$ cat src/rtl/irq_router.sv
module irq_router #(
  parameter int N_LINES = 32,
  parameter int N_CORES = 4,
  parameter int N_PINS  = 4,
  parameter int AW      = 7
) (
  input  logic                       clk,
  input  logic                       rst_n,
  input  logic [N_LINES-1:0]         irq_in,
  input  logic                       bus_valid,
  input  logic                       bus_write,
  input  logic                       bus_size,
  input  logic [AW-1:0]              bus_addr,
  input  logic [N_LINES-1:0]         bus_wdata,
  output logic [N_LINES-1:0]         bus_rdata,
  output logic [N_CORES*N_PINS-1:0]  irq_out
);
  localparam int RW = N_CORES + N_PINS;
  localparam int LW = $clog2(N_LINES);
  localparam int NO = N_CORES * N_PINS;
  localparam logic [AW-1:0] A_PEND = AW'('h20);
  localparam logic [AW-1:0] A_EN   = AW'('h24);
  localparam logic [AW-1:0] A_SET  = AW'('h28);
  localparam logic [AW-1:0] A_CLR  = AW'('h2C);
  localparam int CORE_BASE   = 'h40;
  localparam int CORE_STRIDE = 8;

  logic [RW-1:0]      route_q [N_LINES];
  logic [RW-1:0]      route_d [N_LINES];
  logic [N_LINES-1:0] en_q, en_d, pend_q, pend_d;
  logic [N_LINES-1:0] core_q [N_CORES];
  logic [N_LINES-1:0] core_d [N_CORES];
  logic [N_LINES-1:0] pin_d  [N_PINS];
  logic [NO-1:0]      out_d;
  logic [N_LINES-1:0] rd_val;

  wire wr       = bus_valid && bus_write;
  wire rd       = bus_valid && !bus_write;
  wire byte_acc = !bus_size && (bus_addr < AW'(N_LINES));
  wire word_acc = bus_size && (bus_addr[1:0] == 2'b00);
  wire [LW-1:0] idx = bus_addr[LW-1:0];

  always_comb begin
    route_d = route_q;
    en_d    = en_q;
    if (wr && byte_acc) route_d[idx] = bus_wdata[RW-1:0];
    if (wr && word_acc && bus_addr == A_SET) en_d = en_q | bus_wdata;
    if (wr && word_acc && bus_addr == A_CLR) en_d = en_q & ~bus_wdata;
  end

  assign pend_d = irq_in & en_d;

  always_comb begin
    for (int c = 0; c < N_CORES; c++) begin
      core_d[c] = '0;
      for (int i = 0; i < N_LINES; i++) core_d[c][i] = pend_d[i] & route_d[i][c];
    end
    for (int p = 0; p < N_PINS; p++) begin
      pin_d[p] = '0;
      for (int i = 0; i < N_LINES; i++) pin_d[p][i] = pend_d[i] & route_d[i][N_CORES+p];
    end
    for (int c = 0; c < N_CORES; c++)
      for (int p = 0; p < N_PINS; p++)
        out_d[c*N_PINS+p] = (|core_d[c]) & (|pin_d[p]);
  end

  always_comb begin
    rd_val = '0;
    if (byte_acc) rd_val = N_LINES'(route_q[idx]);
    else if (word_acc) begin
      if (bus_addr == A_PEND) rd_val = pend_q;
      if (bus_addr == A_EN)   rd_val = en_q;
      for (int c = 0; c < N_CORES; c++)
        if (bus_addr == AW'(CORE_BASE + c*CORE_STRIDE)) rd_val = core_q[c];
    end
  end

  always_ff @(posedge clk or negedge rst_n) begin
    if (!rst_n) begin
      for (int i = 0; i < N_LINES; i++) route_q[i] <= '0;
      for (int c = 0; c < N_CORES; c++) core_q[c] <= '0;
      en_q      <= '0;
      pend_q    <= '0;
      irq_out   <= '0;
      bus_rdata <= '0;
    end else begin
      route_q   <= route_d;
      core_q    <= core_d;
      en_q      <= en_d;
      pend_q    <= pend_d;
      irq_out   <= out_d;
      bus_rdata <= rd ? rd_val : '0;
    end
  end

  AST_PEND_IN_MASK: assert property (@(posedge clk) disable iff (!rst_n)
    (pend_q & ~en_q) == '0);
  AST_PEND_FOLLOWS: assert property (@(posedge clk) disable iff (!rst_n)
    !wr |=> pend_q == ($past(irq_in) & $past(en_q)));
  AST_NO_EN_NO_OUT: assert property (@(posedge clk) disable iff (!rst_n)
    en_q == '0 |-> irq_out == '0);
  AST_RDATA_IDLE: assert property (@(posedge clk) disable iff (!rst_n)
    !rd |=> bus_rdata == '0);
  AST_BAD_BYTE_KEEPS_EN: assert property (@(posedge clk) disable iff (!rst_n)
    wr && !bus_size && bus_addr >= AW'(N_LINES) |=> $stable(en_q));

  for (genvar c = 0; c < N_CORES; c++) begin : g_core_chk
    AST_CORE_IN_PEND: assert property (@(posedge clk) disable iff (!rst_n)
      (core_q[c] & ~pend_q) == '0);
    for (genvar p = 0; p < N_PINS; p++) begin : g_pin_chk
      AST_OUT_NEEDS_CORE: assert property (@(posedge clk) disable iff (!rst_n)
        irq_out[c*N_PINS+p] |-> core_q[c] != '0);
    end
  end
endmodule

$ cat config.mk
export PLATFORM = sky130hd
export DESIGN_NAME = irq_router
export DESIGN_NICKNAME = d
export VERILOG_FILES = /design/src/rtl/irq_router.sv
export SDC_FILE = /design/constraint.sdc
export NUM_CORES = 1
export LEC_CHECK = 0
export BUFFER_PORTS_ARGS = -buffer_cell sky130_fd_sc_hd__clkbuf_2
export CAP_MARGIN = 20
export CORE_ASPECT_RATIO = 1.25
export CORE_MARGIN = 1
export CORE_UTILIZATION = 34
export DETAILED_ROUTE_END_ITERATION = 6
export GPL_TIMING_DRIVEN = 0
export SYNTH_ARGS = -nofsm -noshare
export SYNTH_HDL_FRONTEND = slang
export SYNTH_SLANG_ARGS = --single-unit
$ cat constraint.sdc
create_clock -name clk -period 2.2 [get_ports clk]
set_input_delay 0.44 -clock clk [delete_from_list [all_inputs] [get_ports clk]]
set_output_delay 0.44 -clock clk [all_outputs]
set_load 0.1 [all_outputs]
==> results.sh <==
export IMPL_status="finished, violations left"
export IMPL_violations="DRC, setup timing"
export IMPL_die_x_um=232
export IMPL_clk_pin_slew_worst_paths_ns=0.06
export IMPL_cp_required_ns=2.70
export IMPL_setup_violations=28
export IMPL_tns_ns=-13.72
export IMPL_powerDensity_nw_per_um2=701
export IMPL_synth_top_area_share_pct=55.3
export IMPL_busiest_layer="met2"
export IMPL_grt_util_met3_pct=4.99
export IMPL_reg2reg_from="en_q[6]$_DFF_PN0_"
export IMPL_dieArea_um2=67000
export IMPL_rrSetupSlack_ns=-0.54
export IMPL_vias=17200
export IMPL_syn_inst=1702
export IMPL_htreeDepth=2
export IMPL_area_delta_synth_final_pct=26.6
export IMPL_die_height_um=289
export IMPL_r2r_end="irq_out[8]$_DFF_PN0_"
export IMPL_portBuffers=119
export IMPL_grt_use_total_pct=28.3
export IMPL_synth_area_um2=22400
export IMPL_cts_sinks=496
export IMPL_cts_tree="done"
export IMPL_yosys_top_cells_count="dfrtp_1 (496), mux2_2 (185), inv_1 (107), a22oi_1 (88), nor2_1 (83)"
export IMPL_grt_pass1_vias=17600
export IMPL_yosysUniqueCellTypes=60
export IMPL_grt_pass1_wl_um=131000
export IMPL_reg2reg_depth=9
export IMPL_overflow=0
export IMPL_drive_gt1_share_pct=41.1
export IMPL_crit_path_max_incr_delay_ns=0.49
export IMPL_cts_buffers=53
export IMPL_synth_area_leaders="dfrtp_1 (55%), mux2_2 (9.3%), mux4_2 (8.0%), mux2i_1 (3.0%), a22oi_1 (2.9%)"
export IMPL_cp_end_kind="register"
export IMPL_initial_core_util_pct=34.6
export IMPL_hold_depth=2
export IMPL_rows=104
export IMPL_max_cap_violations=0
export IMPL_wl_per_cell_um=33.2
export IMPL_start_kind="primary input"
export IMPL_worst_slack_ns=-0.910
export IMPL_max_freq_mhz=322
export IMPL_grtUsageMet2_pct=47.2
export IMPL_synth_most_common_cell="dfrtp_1"
export IMPL_root_buffer="clkbuf_16"
export IMPL_p_leak_nw=13.7
export IMPL_nets=2066
export IMPL_grt_start_max_net_pins=112
export IMPL_rsz0062_at_grt="yes"
export IMPL_firstDrtPassIters=7
export IMPL_synth_flop_cell="dfrtp_1"
export IMPL_cp_startpoint="bus_wdata[2]"
export IMPL_hold_class="in -> reg"
export IMPL_synth_avg_cell_area_um2=13.2
export IMPL_drc=1
export IMPL_clk_latency_ns=0.62
export IMPL_timing_final_crit_period_ns=3.11
export IMPL_grtUsageMet1_pct=32.7
export IMPL_skew_ns=0.0229
export IMPL_first_iter_violations=1826
export IMPL_cp_slowest_cell="mux2i_1"
export IMPL_core_area_um2=64800
export IMPL_seq_area_frac_synth_pct=55.3
export IMPL_vdd_drop_max_v=0.000532
export IMPL_finalMaxSlewViolations=0
export IMPL_via_per_inst=5.99
export IMPL_fin_crit_sh_pct=141
export IMPL_path_max_fanout=10
export IMPL_ys_ff_latch=496
export IMPL_worstSetupPathType="in -> reg"
export IMPL_totalWireLength_um=95600
export IMPL_critPathArrivalTime_ns=3.61
export IMPL_synth_top_cell_by_area="dfrtp_1"
export IMPL_clock_path_buffers=3
export IMPL_dpl_hpwl_um=71000
export IMPL_crit_end="irq_out[8]$_DFF_PN0_"
export IMPL_postSynth_asyncResetShare_pct=100
export IMPL_place_gp_congestion=0.995
export IMPL_antenna_found_initial=2
export IMPL_worst_pin_slew_ns=0.948
export IMPL_yosys_warnings=0
export IMPL_total_power_mw=19.9
export IMPL_synth_nets=1778
export IMPL_ios=124
export IMPL_hold_viol_final=0
export IMPL_slew_headroom_pct=36.8
export IMPL_ant_nets=0
export IMPL_synth_enable_flop_cells=0
export IMPL_crit_chain="clkbuf_2, clkbuf_1, clkbuf_2, mux2i_1, o22ai_4, nor4_4, nand4_1, nor4_4, buf_6, nor2_1"
[per-stage QoR]
step                cells  setup slack [ns]  area, um2  hold WS (ns)  utilization, %
floorplan            1702            -0.913      22700         0.144               -
global placement     2669            -10.56      24400         0.479            37.6
detailed placement   2676             -2.96      24600         0.409            37.9
CTS                  2829            -0.877      27600       0.00960            42.6
global route         2877            -0.873      28400        0.0378            43.8
finish               2878            -0.910      28400        0.0390            43.8
[report_power, final]
| part | switching, mW | internal, mW | total [mW] |
|---|---|---|---|
| logic | 0.991 | 0.515 | 1.51 |
| registers | 0.123 | 9.28 | 9.40 |
| clock network | 3.81 | 5.21 | 9.01 |
| total | 4.92 | 15.0 | 19.9 |
[cells by family after synthesis]
logic type | after synthesis | share of synthesized area (%)
compound gates | 254 | 8.53
simple gates | 384 | 11.1
buf+inv | 224 | 4.12
flops | 496 | 55.3
mux | 344 | 21.0
[registers in the layout, summed over array words and instances, names as in the netlist]
name       count
route_q      256
core_q       128
bus_rdata     32
en_q          32
pend_q        32
irq_out       16
[worst min-delay path by stage]
stage                                start                 endpoint
floorplan                            rst_n   bus_rdata[0]$_DFF_PN0_
global placement    route_q[225]$_DFF_PN0_   route_q[225]$_DFF_PN0_
detailed placement                   rst_n  bus_rdata[24]$_DFF_PN0_
CTS                          bus_wdata[17]       en_q[17]$_DFF_PN0_
global route                 bus_wdata[17]       en_q[17]$_DFF_PN0_
finish                       bus_wdata[17]       en_q[17]$_DFF_PN0_
[cell type report]
type,instances,area (um2)
Multi-Input combinational cell,982,10000
Tap cell,848,1060
Fill cell,5881,36400
Timing Repair Buffer,239,1910
Clock inverter,18,154
Clock buffer,76,1580
Buffer,110,843
Antenna cell,1,2.50
Inverter,108,428
Sequential cell,496,12400
[cell usage in the layout, fill, tap and decap left out, types with 43 or more instances in the layout]
cell type and instances:
a22oi_1 88, dfrtp_1 492, nand3_1 46, clkbuf_2 121, nor2b_1 43, buf_4 100, mux2i_1 47, mux2_2 173
nor2_1 71, inv_1 100, mux4_2 80, clkbuf_16 59
[metal layers]
layer	vias to the layer above	wire, um
li1	6934	-
met1	9021	34300
met3	349	6490
met2	943	46000
met4	0	8800
met5	-	0
[worst max-delay path: cells and delay by family]
family                 cells  cell delay (ns)
buffers and inverters      4             1.35
AND/OR/NAND/NOR            4             1.15
multiplexers               1             0.49
AO/OA/AOI/OAI              1             0.16
[what timing repair did]
| item | 4_1_cts | 5_1_grt |
|---|---|---|
| endpoints found under the hold margin | 42 | 118 |
| gates cloned | 0 | 3 |
| endpoints found under the setup margin | 244 | 228 |
| resized for setup | 181 | 102 |
| pin swaps | 42 | 40 |
| hold buffers | 2 | 1 |
| setup buffers | 62 | 46 |
(Power assumes the default switching activity.)
